## src/rtl/tmr_regif_pkg.sv

```systemverilog
package tmr_regif_pkg;
  localparam int BYTE_W = 8;
  localparam int CNT_W  = 2 * BYTE_W;

  typedef enum logic [1:0] {
    ACC_LATCH = 2'd0,
    ACC_LO    = 2'd1,
    ACC_HI    = 2'd2,
    ACC_WORD  = 2'd3
  } acc_e;

  typedef enum logic [1:0] {
    FRZ_NONE = 2'd0,
    FRZ_LO   = 2'd1,
    FRZ_HI   = 2'd2,
    FRZ_BOTH = 2'd3
  } frz_e;

  typedef struct packed {
    acc_e       acc;
    logic [2:0] mode;
    logic       bcd;
  } ch_cfg_t;
endpackage

```

## src/rtl/tmr_ctrl_decode.sv

```systemverilog
module tmr_ctrl_decode
  import tmr_regif_pkg::*;
#(
  parameter int NUM_CH = 3,
  parameter int ADDR_W = 2
) (
  input  logic              wr_en,
  input  logic [ADDR_W-1:0] addr,
  input  logic [BYTE_W-1:0] wdata,
  output ch_cfg_t           new_cfg,
  output logic [NUM_CH-1:0] cfg_wr,
  output logic [NUM_CH-1:0] cnt_frz_req,
  output logic [NUM_CH-1:0] st_frz_req,
  output logic [NUM_CH-1:0] data_wr
);
  localparam logic [ADDR_W-1:0] CTRL_ADDR = ADDR_W'((1 << ADDR_W) - 1);

  logic       ctl_wr;
  logic       rb_cmd;
  logic [2:0] raw_mode;

  assign ctl_wr   = wr_en && (addr == CTRL_ADDR);
  assign rb_cmd   = (wdata[7:6] == 2'd3);
  assign raw_mode = wdata[3:1];

  always_comb begin
    new_cfg.acc  = acc_e'(wdata[5:4]);
    new_cfg.mode = (raw_mode[2] && raw_mode[1]) ? {1'b0, raw_mode[1:0]} : raw_mode;
    new_cfg.bcd  = wdata[0];
  end

  for (genvar g = 0; g < NUM_CH; g++) begin : g_ch
    logic pick;
    assign pick           = ctl_wr && !rb_cmd && (wdata[7:6] == 2'(g));
    assign cfg_wr[g]      = pick && (wdata[5:4] != ACC_LATCH);
    assign cnt_frz_req[g] = (pick && (wdata[5:4] == ACC_LATCH)) ||
                            (ctl_wr && rb_cmd && wdata[g+1] && !wdata[5]);
    assign st_frz_req[g]  = ctl_wr && rb_cmd && wdata[g+1] && !wdata[4];
    assign data_wr[g]     = wr_en && (addr == ADDR_W'(g));
  end
endmodule

```

## src/rtl/tmr_chan_port.sv

```systemverilog
module tmr_chan_port
  import tmr_regif_pkg::*;
(
  input  logic              clk,
  input  logic              rst_n,
  input  ch_cfg_t           new_cfg,
  input  logic              cfg_wr,
  input  logic              cnt_frz_req,
  input  logic              st_frz_req,
  input  logic              data_wr,
  input  logic [BYTE_W-1:0] wdata,
  input  logic              rd_req,
  input  logic [CNT_W-1:0]  live_cnt,
  input  logic              out_lvl,
  input  logic              loaded_ack,
  output logic [BYTE_W-1:0] rd_byte,
  output logic              load_stb,
  output logic [CNT_W-1:0]  load_val
);
  ch_cfg_t           cfg_q;
  logic              wr_hi, rd_hi;
  logic [BYTE_W-1:0] lo_hold;
  logic              null_q;
  logic              st_full;
  logic [BYTE_W-1:0] st_q;
  frz_e              frz_st;
  logic [CNT_W-1:0]  frz_cnt;
  logic              load_evt;

  assign load_evt = data_wr && !(cfg_q.acc == ACC_WORD && !wr_hi);

  // configuration and write-side byte sequencer
  always_ff @(posedge clk) begin
    if (!rst_n) begin
      cfg_q    <= '{acc: ACC_LO, mode: 3'd0, bcd: 1'b0};
      wr_hi    <= 1'b0;
      lo_hold  <= '0;
      load_stb <= 1'b0;
      load_val <= '0;
    end else begin
      load_stb <= 1'b0;
      if (cfg_wr) begin
        cfg_q <= new_cfg;
        wr_hi <= 1'b0;
      end else if (data_wr) begin
        unique case (cfg_q.acc)
          ACC_HI: begin
            load_stb <= 1'b1;
            load_val <= {wdata, {BYTE_W{1'b0}}};
          end
          ACC_WORD: begin
            if (wr_hi) begin
              load_stb <= 1'b1;
              load_val <= {wdata, lo_hold};
              wr_hi    <= 1'b0;
            end else begin
              lo_hold <= wdata;
              wr_hi   <= 1'b1;
            end
          end
          default: begin
            load_stb <= 1'b1;
            load_val <= {{BYTE_W{1'b0}}, wdata};
          end
        endcase
      end
    end
  end

  // null-count flag
  always_ff @(posedge clk) begin
    if (!rst_n)                  null_q <= 1'b0;
    else if (cfg_wr || load_evt) null_q <= 1'b1;
    else if (loaded_ack)         null_q <= 1'b0;
  end

  // read data selection
  always_comb begin
    if (st_full) begin
      rd_byte = st_q;
    end else begin
      unique case (frz_st)
        FRZ_LO, FRZ_BOTH: rd_byte = frz_cnt[BYTE_W-1:0];
        FRZ_HI:           rd_byte = frz_cnt[CNT_W-1:BYTE_W];
        default: begin
          if (cfg_q.acc == ACC_HI || (cfg_q.acc == ACC_WORD && rd_hi))
            rd_byte = live_cnt[CNT_W-1:BYTE_W];
          else
            rd_byte = live_cnt[BYTE_W-1:0];
        end
      endcase
    end
  end

  // status freeze, count freeze and read-side sequencer
  always_ff @(posedge clk) begin
    if (!rst_n) begin
      st_full <= 1'b0;
      st_q    <= '0;
      frz_st  <= FRZ_NONE;
      frz_cnt <= '0;
      rd_hi   <= 1'b0;
    end else begin
      if (cfg_wr) rd_hi <= 1'b0;
      if (st_frz_req && !st_full) begin
        st_full <= 1'b1;
        st_q    <= {out_lvl, null_q, cfg_q.acc, cfg_q.mode, cfg_q.bcd};
      end
      if (cnt_frz_req && frz_st == FRZ_NONE) begin
        frz_cnt <= live_cnt;
        unique case (cfg_q.acc)
          ACC_HI:   frz_st <= FRZ_HI;
          ACC_WORD: frz_st <= FRZ_BOTH;
          default:  frz_st <= FRZ_LO;
        endcase
      end
      if (rd_req) begin
        if (st_full)                   st_full <= 1'b0;
        else if (frz_st == FRZ_BOTH)   frz_st  <= FRZ_HI;
        else if (frz_st != FRZ_NONE)   frz_st  <= FRZ_NONE;
        else if (cfg_q.acc == ACC_WORD) rd_hi  <= !rd_hi;
      end
    end
  end

  AST_STB_NEEDS_WRITE: assert property (@(posedge clk) disable iff (!rst_n)
    load_stb |-> $past(data_wr));
  AST_WORD_LOW_NO_LOAD: assert property (@(posedge clk) disable iff (!rst_n)
    (data_wr && cfg_q.acc == ACC_WORD && !wr_hi) |=> !load_stb);
  AST_FREEZE_HELD: assert property (@(posedge clk) disable iff (!rst_n)
    (cnt_frz_req && frz_st != FRZ_NONE) |=> $stable(frz_cnt));
  AST_STATUS_FIRST: assert property (@(posedge clk) disable iff (!rst_n)
    (rd_req && st_full) |=> (!st_full && $stable(frz_st)));
  AST_NULL_ON_CFG: assert property (@(posedge clk) disable iff (!rst_n)
    cfg_wr |=> null_q);
endmodule

```

## src/rtl/tmr_bus_regif.sv

```systemverilog
module tmr_bus_regif
  import tmr_regif_pkg::*;
#(
  parameter int NUM_CH = 3
) (
  input  logic                    clk,
  input  logic                    rst_n,
  input  logic                    bus_wr,
  input  logic                    bus_rd,
  input  logic [1:0]              bus_addr,
  input  logic [7:0]              bus_wdata,
  output logic [7:0]              bus_rdata,
  output logic                    bus_rvalid,
  input  logic [NUM_CH*16-1:0]    ch_live,
  input  logic [NUM_CH-1:0]       ch_out,
  input  logic [NUM_CH-1:0]       ch_loaded,
  output logic [NUM_CH-1:0]       ch_load_stb,
  output logic [NUM_CH*16-1:0]    ch_load_val
);
  localparam int ADDR_W = 2;

  ch_cfg_t           new_cfg;
  logic [NUM_CH-1:0] cfg_wr, cnt_frz_req, st_frz_req, data_wr;
  logic [BYTE_W-1:0] rd_byte [NUM_CH];
  logic [BYTE_W-1:0] rd_sel;

  tmr_ctrl_decode #(.NUM_CH(NUM_CH), .ADDR_W(ADDR_W)) u_dec (
    .wr_en       (bus_wr),
    .addr        (bus_addr),
    .wdata       (bus_wdata),
    .new_cfg     (new_cfg),
    .cfg_wr      (cfg_wr),
    .cnt_frz_req (cnt_frz_req),
    .st_frz_req  (st_frz_req),
    .data_wr     (data_wr)
  );

  for (genvar g = 0; g < NUM_CH; g++) begin : g_ch
    tmr_chan_port u_port (
      .clk         (clk),
      .rst_n       (rst_n),
      .new_cfg     (new_cfg),
      .cfg_wr      (cfg_wr[g]),
      .cnt_frz_req (cnt_frz_req[g]),
      .st_frz_req  (st_frz_req[g]),
      .data_wr     (data_wr[g]),
      .wdata       (bus_wdata),
      .rd_req      (bus_rd && (bus_addr == ADDR_W'(g))),
      .live_cnt    (ch_live[g*CNT_W +: CNT_W]),
      .out_lvl     (ch_out[g]),
      .loaded_ack  (ch_loaded[g]),
      .rd_byte     (rd_byte[g]),
      .load_stb    (ch_load_stb[g]),
      .load_val    (ch_load_val[g*CNT_W +: CNT_W])
    );
  end

  always_comb begin
    rd_sel = '0;
    for (int i = 0; i < NUM_CH; i++)
      if (bus_addr == ADDR_W'(i)) rd_sel = rd_byte[i];
  end

  always_ff @(posedge clk) begin
    if (!rst_n) begin
      bus_rdata  <= '0;
      bus_rvalid <= 1'b0;
    end else begin
      bus_rvalid <= bus_rd;
      if (bus_rd) bus_rdata <= rd_sel;
    end
  end

  AST_NO_RW_OVERLAP: assert property (@(posedge clk) disable iff (!rst_n)
    !(bus_wr && bus_rd));
  AST_CTRL_READ_ZERO: assert property (@(posedge clk) disable iff (!rst_n)
    (bus_rd && bus_addr == 2'd3) |=> (bus_rvalid && bus_rdata == 8'h00));
  AST_ONE_LOAD: assert property (@(posedge clk) disable iff (!rst_n)
    $onehot0(ch_load_stb));
endmodule

```

## config.mk

```make
export PLATFORM = sky130hd
export DESIGN_NAME = tmr_bus_regif
export DESIGN_NICKNAME = d
export VERILOG_FILES = /design/src/rtl/tmr_regif_pkg.sv /design/src/rtl/tmr_ctrl_decode.sv /design/src/rtl/tmr_chan_port.sv /design/src/rtl/tmr_bus_regif.sv
export SDC_FILE = /design/constraint.sdc
export NUM_CORES = 1
export LEC_CHECK = 0
export ABC_CLOCK_PERIOD_IN_PS = 1700
export CORE_ASPECT_RATIO = 1.4
export CORE_MARGIN = 3
export CORE_UTILIZATION = 49
export CTS_BUF_LIST = sky130_fd_sc_hd__clkbuf_8 sky130_fd_sc_hd__clkbuf_16
export DETAILED_ROUTE_END_ITERATION = 6
export MAX_ROUTING_LAYER = met4
export PLACE_DENSITY = 0.74
export SLEW_MARGIN = 20
export SYNTH_ARGS = -nofsm -noshare
export SYNTH_HDL_FRONTEND = slang
export SYNTH_SLANG_ARGS = --single-unit
```

## constraint.sdc

```tcl
create_clock -name clk -period 1.7 [get_ports clk]
set_input_delay 0.34 -clock clk [delete_from_list [all_inputs] [get_ports clk]]
set_output_delay 0.34 -clock clk [all_outputs]
set_load 0.1 [all_outputs]
```

* After elaboration in Yosys (flattened, before gate mapping) *
Cells that the tools add are included.
W data, S select, Z words.

cells by class
  bitwise gates (word level) = 10
  multiplexer cells = 79
  eq/ne operators = 24
  reductions and logical operators = 98

operator list
  kind                  count
  $pmux W16 S2          3
  $mux W8               9
  $mux W16              3
  $pmux W8 S2           3
  $logic_and A1 B1 Y1   43
  $mux W1               42
  $eq A2 B2 Y1 const B  16
  $mux W2               15
  $logic_not A1 Y1      15
  $reduce_bool A2 Y1    7
  $logic_not A2 Y1      6
  $pmux W2 S2           3
  $reduce_and A4 Y1     3
  $reduce_or A2 Y1      6
  $eq A2 B1 Y1 const B  5
  $not A1 Y1            10
  $logic_or A1 B1 Y1    9
  $reduce_and A3 Y1     3
  $reduce_or A3 Y1      3
  $ne A2 B1 Y1 const B  3
  $reduce_and A2 Y1     3
  $mux W3               1

word-level totals
  logic and storage cells = 252
  output and inout port bits = 60
  bits in registers = 192
  input bits = 68

* Depth between registers and ports, before layout *
  depth after elaboration = 12
  gate-level depth with buffers = 9
  mapped depth without buffers = 5

* Hierarchy *
From an unflattened synthesis, not the netlist that was laid out.

second synthesis, totals
  cell total of the unflattened synthesis = 1101
  area total of the unflattened synthesis = 8941.1 sq um

modules (own cells, without submodules)
  module           area each (sq um)  times used  sequential area each (sq um)  cells an instance
  tmr_chan_port    2746.4             3           1221.2                        337
  tmr_bus_regif    496.7              1           180.2                         59
  tmr_ctrl_decode  205.2              1           0.0                           31

* Least setup slack after synthesis *
Ideal clock, no wire load.

  path type = input -> register
  from = in bus_addr[0]
  to = reg g_ch[0].u_port.rd_hi
  path buffers = 1
  path slack = -0.116 ns
  data required time = 1.633 ns
  arrival = 1.748 ns
  cell stages on the path = 6
  path through = buf_4 -> or3b_1 -> or2_1 -> or3_1 -> or2_1 -> a21oi_2

on the way
  word-level cells in the longest chain between the ends = 11
  elaborated cells between the ends (all ways) = 13
  classes of those cells = eq/ne: 1; mux: 6; reduce/logical: 6

ends and longest elaborated chain
  what                               line                   RTL
  start: declaration                 tmr_bus_regif.sv:10    input logic [1:0] bus_addr,
  $eq A2 B2 Y1                       tmr_ctrl_decode.sv:22  assign ctl_wr = wr_en && (addr == CTRL_ADDR);
  $logic_and A1 B1 Y1                tmr_ctrl_decode.sv:22
  $logic_and A1 B1 Y1 (2 in series)  tmr_ctrl_decode.sv:34  assign pick = ctl_wr && !rb_cmd && (wdata[7:6] == 2'(g));
  $logic_and A1 B1 Y1                tmr_ctrl_decode.sv:35  assign cfg_wr[g] = pick && (wdata[5:4] != ACC_LATCH);
  $mux W1                            tmr_chan_port.sv:104   if (cfg_wr) rd_hi <= 1'b0;
  $mux W1                            tmr_chan_port.sv:121   else if (cfg_q.acc == ACC_WORD) rd_hi <= !rd_hi;
  $mux W1                            tmr_chan_port.sv:120   else if (frz_st != FRZ_NONE) frz_st <= FRZ_NONE;
  $mux W1                            tmr_chan_port.sv:119   else if (frz_st == FRZ_BOTH) frz_st <= FRZ_HI;
  $mux W1                            tmr_chan_port.sv:118   if (st_full) st_full <= 1'b0;
  $mux W1 (*)                        tmr_chan_port.sv:117   if (rd_req) begin
  end signal: assignment             tmr_chan_port.sv:121
  end: declaration                   tmr_chan_port.sv:21    logic wr_hi, rd_hi;

Mark *: on every way between the ends. The rest lies on a longest branch, timed or not.
A chain may end at the register's enable or synchronous reset.

* Worst setup path in the final report *
  from = reg g_ch[1].u_port.frz_st[0]
  to = reg bus_rdata[0]

on the way
  word-level cells in the longest chain between the ends = 6
  elaborated cells between the ends (all ways) = 8
  classes of those cells = eq/ne: 3; mux: 4; reduce/logical: 1

ends and longest elaborated chain
  what                                                 line                  RTL
  start: declaration                                   tmr_chan_port.sv:26   frz_e frz_st;
  start signal: assignment                             tmr_chan_port.sv:100  frz_st <= FRZ_NONE;
  start signal: assignment                             tmr_chan_port.sv:112  ACC_HI: frz_st <= FRZ_HI;
  start signal: assignment                             tmr_chan_port.sv:113  ACC_WORD: frz_st <= FRZ_BOTH;
  $eq A2 B1 Y1 / $eq A2 B2 Y1 (equally long branches)  tmr_chan_port.sv:82   unique case (frz_st)
  $reduce_or A2 Y1                                     --
  $pmux W8 S2 (*)                                      tmr_chan_port.sv:82
  $mux W8 (*)                                          tmr_chan_port.sv:79   if (st_full) begin
  $mux W8 (*) (2 in series)                            tmr_bus_regif.sv:61   if (bus_addr == ADDR_W'(i)) rd_sel = rd_byte[i];
  end signal: assignment                               tmr_bus_regif.sv:70   if (bus_rd) bus_rdata <= rd_sel;
  end: declaration                                     tmr_bus_regif.sv:12   output logic [7:0] bus_rdata,

Marked as above.

==> results.rst <==
.. list-table::
   :header-rows: 1

   * - Metric
     - Value
   * - Number of stages on the worst hold path
     - 4
   * - Synthesized instance count
     - 980
   * - Share of power burned in the clock network
     - a little over two fifths
   * - HPWL after detailed placement
     - 16,800 µm
   * - Switching part of the total
     - 24.9%
   * - H-tree depth
     - 4
   * - Unrepaired setup endpoints after global routing
     - false
   * - Type of element launching the critical path
     - register
   * - Final setup fails
     - 0
   * - Most Frequent Cell on Critical Path
     - a221o_1
   * - Worst min path class
     - in2reg
   * - Die width
     - between 100 and 150 µm
   * - Top flip-flop cell by instance count after synthesis
     - dfxtp_1
   * - Internal Pwr Total
     - 7.79 mW
   * - Layout Cells excl Fill
     - 1,356
   * - Count of standard-cell rows
     - 55
   * - RePlAce Congestion
     - ~0.9
   * - FF+latch count, synth
     - 192
   * - Least setup slack across all paths after layout
     - 0.0408 ns
   * - Remaining max-slew budget at the tightest pin
     - 66.4%
   * - Cell with the largest stage delay on the worst path
     - dfxtp_4
   * - Count of input and output buffers
     - 127
   * - Number of buffers on the longest clock path
     - 2
   * - Share of final-layout standard cells stronger than drive strength 1
     - 19.7%
   * - Setup slack of the worst register-to-register path
     - 0.04 ns
   * - Net count, final
     - 1,211
   * - Insertion delay to the later sink of the worst-skew pair
     - 0.43 ns
   * - Iteration count of the initial detailed-routing pass
     - 7
   * - Fraction of power consumed by sequential logic
     - about 45%
   * - Number of clock sinks
     - about 190
   * - Detailed Route WL
     - 24,400 µm
   * - TNS Setup
     - 0 ns
   * - Post-Syn Nets
     - roughly 1,000
   * - TritonCTS clock tree
     - done
   * - Hold worst-path end
     - g_ch[0].u_port.st_full
   * - Vias in the first global route
     - 7,797
   * - Total gr overflow
     - 0
   * - Number of pins with negative max-slew slack in the final report
     - 0
   * - Endpoint of the lowest-slack register-to-register path
     - bus_rdata[0]
   * - Clock transition at the registers of the reported paths
     - roughly 0.070 ns
   * - Gate power share
     - approximately 13%
   * - Critical path fanouts, max
     - 8
   * - Number of routed nets with antenna violations
     - 0
   * - Reg2Reg Depth
     - 5
   * - Cell count after placement
     - 1,315
   * - Total GRT Usage
     - around 27%
   * - Slowest cell delay on critical path
     - 0.37 ns
   * - Total number of vias
     - about 7,800
   * - Worst VDD drop
     - between 600 and 700 µV
   * - Data arrival time of the critical path
     - about 2.0 ns
   * - I/O pins
     - 128
   * - Initial DRC Count
     - 542
   * - Part of the Yosys area used for sequential elements
     - between 40% and 50%
   * - Most used cells in the layout excluding fill and tap cells
     - 190 x dfxtp_1, 122 x nor2_1, 108 x nand2_1
   * - Switching power of the nets
     - 2.58 mW
   * - Area of the multi-input gates
     - 0.00413 mm²
   * - Pin count of the biggest net entering global routing
     - between 50 and 60
   * - Register cell area after layout
     - 0.00385 mm²
   * - Routed met1 length
     - between 9000 and 10,000 µm
   * - Amount of wire on met3 after detailed routing
     - approximately 1200 µm
   * - Number of fillers in the final layout
     - 1,175
   * - DR WL met2
     - between 10,000 and 15,000 µm
   * - Post-route cell area
     - 0.0118 mm²
   * - Critical Path Sink Type
     - register
   * - Worst slew pin tran
     - 0.501 ns
   * - Synthesis-to-layout area growth
     - 41.7%
   * - Antenna violations before repair
     - 2
   * - Area of the core
     - 0.0164 mm²
   * - Critical Setup Path Class
     - reg2reg
   * - Leading cell type in the layout, fill and taps excluded
     - dfxtp_1
   * - Starting density of the core
     - approximately half
   * - Worst Min Path Start
     - bus_addr[0]
   * - Clk_skew
     - 0.00642 ns
   * - Areal power density over the cells
     - a little under 900 mW/mm²
   * - Y dimension of the die
     - 160 µm
   * - Top achievable clock speed
     - 603 MHz
   * - Final design utilization
     - 71.8%
   * - Number of max-cap violations
     - 0
   * - Synth Cell Area
     - 0.00830 mm²
   * - CP cell instances
     - buf_6 -> a221o_1 -> a221o_1 -> a221oi_2 -> a21oi_1
   * - Number of DRC violations after detailed routing
     - 0
   * - Total power draw
     - 10.4 mW
   * - Die area
     - 0.0186 mm²
   * - Number of enable-type register cells in the synthesized netlist
     - 0
   * - Clock period minus final worst setup slack
     - 1.66 ns
   * - Leakage power total
     - 4.45 nW
   * - Run status
     - finished, final reports clean
   * - CTS buffer count
     - 17
   * - Mean instance size in the synthesized netlist
     - 8.47 µm²
   * - Standard cell area after detailed placement
     - 0.0109 mm²
   * - Setup slack after placement
     - -0.664 ns
   * - Hold Violations, Final
     - 0
   * - Post-synthesis async set-or-reset flop share
     - 0%
   * - Post-detailed-route wirelength per cell
     - 18.0 µm
   * - Clock tree root buffer cell
     - clkbuf_16
   * - Avg Vias per Cell
     - 5.75
   * - Worst hold margin
     - 0.418 ns
   * - Max Used Layer
     - met4
   * - Netlist cell types
     - 48
   * - Required @ worst endpoint
     - 2.01 ns
   * - Wire length of the first global-routing pass
     - roughly 39,000 µm
   * - Period utilization
     - 97.6%
   * - Warning count from the yosys run
     - 0
   * - Origin of the critical flop-to-flop path
     - g_ch[1].u_port.frz_st[0]
==> cells in the mapped netlist, types with 3 or more instances <==
| cell | count | share of area (%) |
|---|---|---|
| a31oi_1 | 3 | 0.23 |
| mux2i_1 | 80 | 9.6 |
| o21ai_0 | 49 | 3.0 |
| nand2_1 | 109 | 4.9 |
| clkinv_1 | 3 | 0.14 |
| nor3_1 | 32 | 1.9 |
| nor2b_1 | 11 | 0.83 |
| nor3b_1 | 12 | 1.1 |
| buf_6 | 3 | 0.41 |
| nor2_1 | 122 | 5.5 |
| buf_2 | 12 | 0.72 |
| and3_1 | 18 | 1.4 |
| nand3_1 | 56 | 3.4 |
| nand2b_1 | 16 | 1.2 |
| o22ai_1 | 3 | 0.23 |
| or2_2 | 6 | 0.45 |
| a21oi_1 | 74 | 4.5 |
| o21ai_1 | 3 | 0.18 |
| a211oi_1 | 7 | 0.63 |
| a211o_1 | 8 | 0.84 |
| or3_1 | 3 | 0.23 |
| a221o_1 | 25 | 3.0 |
| buf_1 | 7 | 0.32 |
| inv_1 | 12 | 0.54 |
| a221oi_1 | 22 | 2.3 |
| clkbuf_1 | 57 | 2.6 |
| dfxtp_1 | 192 | 46 |
| and2_1 | 3 | 0.23 |
| buf_4 | 8 | 0.72 |
==> area by class of cell <==
| type | count | area share, % |
|---|---|---|
| sequential | 192 | 32.7 |
| clock buffer | 19 | 3.85 |
| tap | 199 | 2.12 |
| antenna | 2 | 0.0425 |
| multi-input combinational | 686 | 35.1 |
| inverter | 15 | 0.500 |
| timing repair buffer | 231 | 23.9 |
| clock inverter | 12 | 1.75 |
==> critical path, delay by kind of cell, from the launching register on <==
family                 cells  cell delay (ns)
DFF                        1             0.37
AOI/OAI and AO/OA          4             1.03
buffers and inverters      1             0.14
==> per-layer routing <==
layer	vias to the layer above	global-route usage, %
met4	0	11.0
met5	-	-
met2	249	44.1
met1	3724	32.8
met3	63	5.46
li1	3762	-
==> sequential cells by signal, summed over array words and instances, names as in the netlist <==
register and count:
g_ch.u_port.frz_st 6, g_ch.u_port.null_q 3, g_ch.u_port.st_q 24, bus_rdata 8
g_ch.u_port.st_full 3, g_ch.u_port.frz_cnt 48, g_ch.u_port.load_val 48, g_ch.u_port.rd_hi 3
g_ch.u_port.cfg_q 18, bus_rvalid 1, g_ch.u_port.wr_hi 3, g_ch.u_port.lo_hold 24
g_ch.u_port.load_stb 3
==> worst max-delay path by stage <==
stage                        startpoint                     end  slack, ns  cells after the start
2_1_floorplan               bus_addr[0]    g_ch[0].u_port.rd_hi      -0.08                      6
3_3_place_gp                bus_addr[1]  g_ch[0].u_port.st_q[2]      -0.60                      7
3_5_place_dp                bus_addr[1]  g_ch[0].u_port.st_q[3]      -0.66                      7
4_1_cts                     bus_addr[0]  g_ch[2].u_port.st_q[3]      0.004                      7
5_1_grt        g_ch[1].u_port.frz_st[0]            bus_rdata[1]     0.0008                      5
6_report       g_ch[1].u_port.frz_st[0]            bus_rdata[0]       0.04                      5
==> timing repair <==
item	CTS	global route
buffers inserted	5	0
pin swaps	8	6
gates cloned	4	1
setup endpoints to repair	97	79
gates resized for setup	25	26
hold buffers	0	0
==> power groups by stage <==
stage                     registers, mW  logic [mW]  clock network, mW
after floorplan                    5.01       0.374                  0
after CTS                          4.63        1.29               4.49
after global placement             4.73        1.26                  0
after global routing               4.63        1.36               4.64
after detailed placement           4.73        1.27                  0
final                              4.63        1.30               4.44
==> cell families (layout without fill, tap and decap cells) <==
| kind of cell | after synthesis | count (layout) | share of synthesized area [%] |
|---|---|---|---|
| simple gates | 399 | 399 | 22.2 |
| compound gates | 206 | 206 | 16.3 |
| flops | 192 | 192 | 46.3 |
| buf+inv | 102 | 277 | 5.43 |
| mux | 80 | 80 | 9.65 |
| xor+xnor | 1 | 1 | 0.106 |
| other cells | 0 | 2 | 0 |
(Power assumes the default switching activity.)
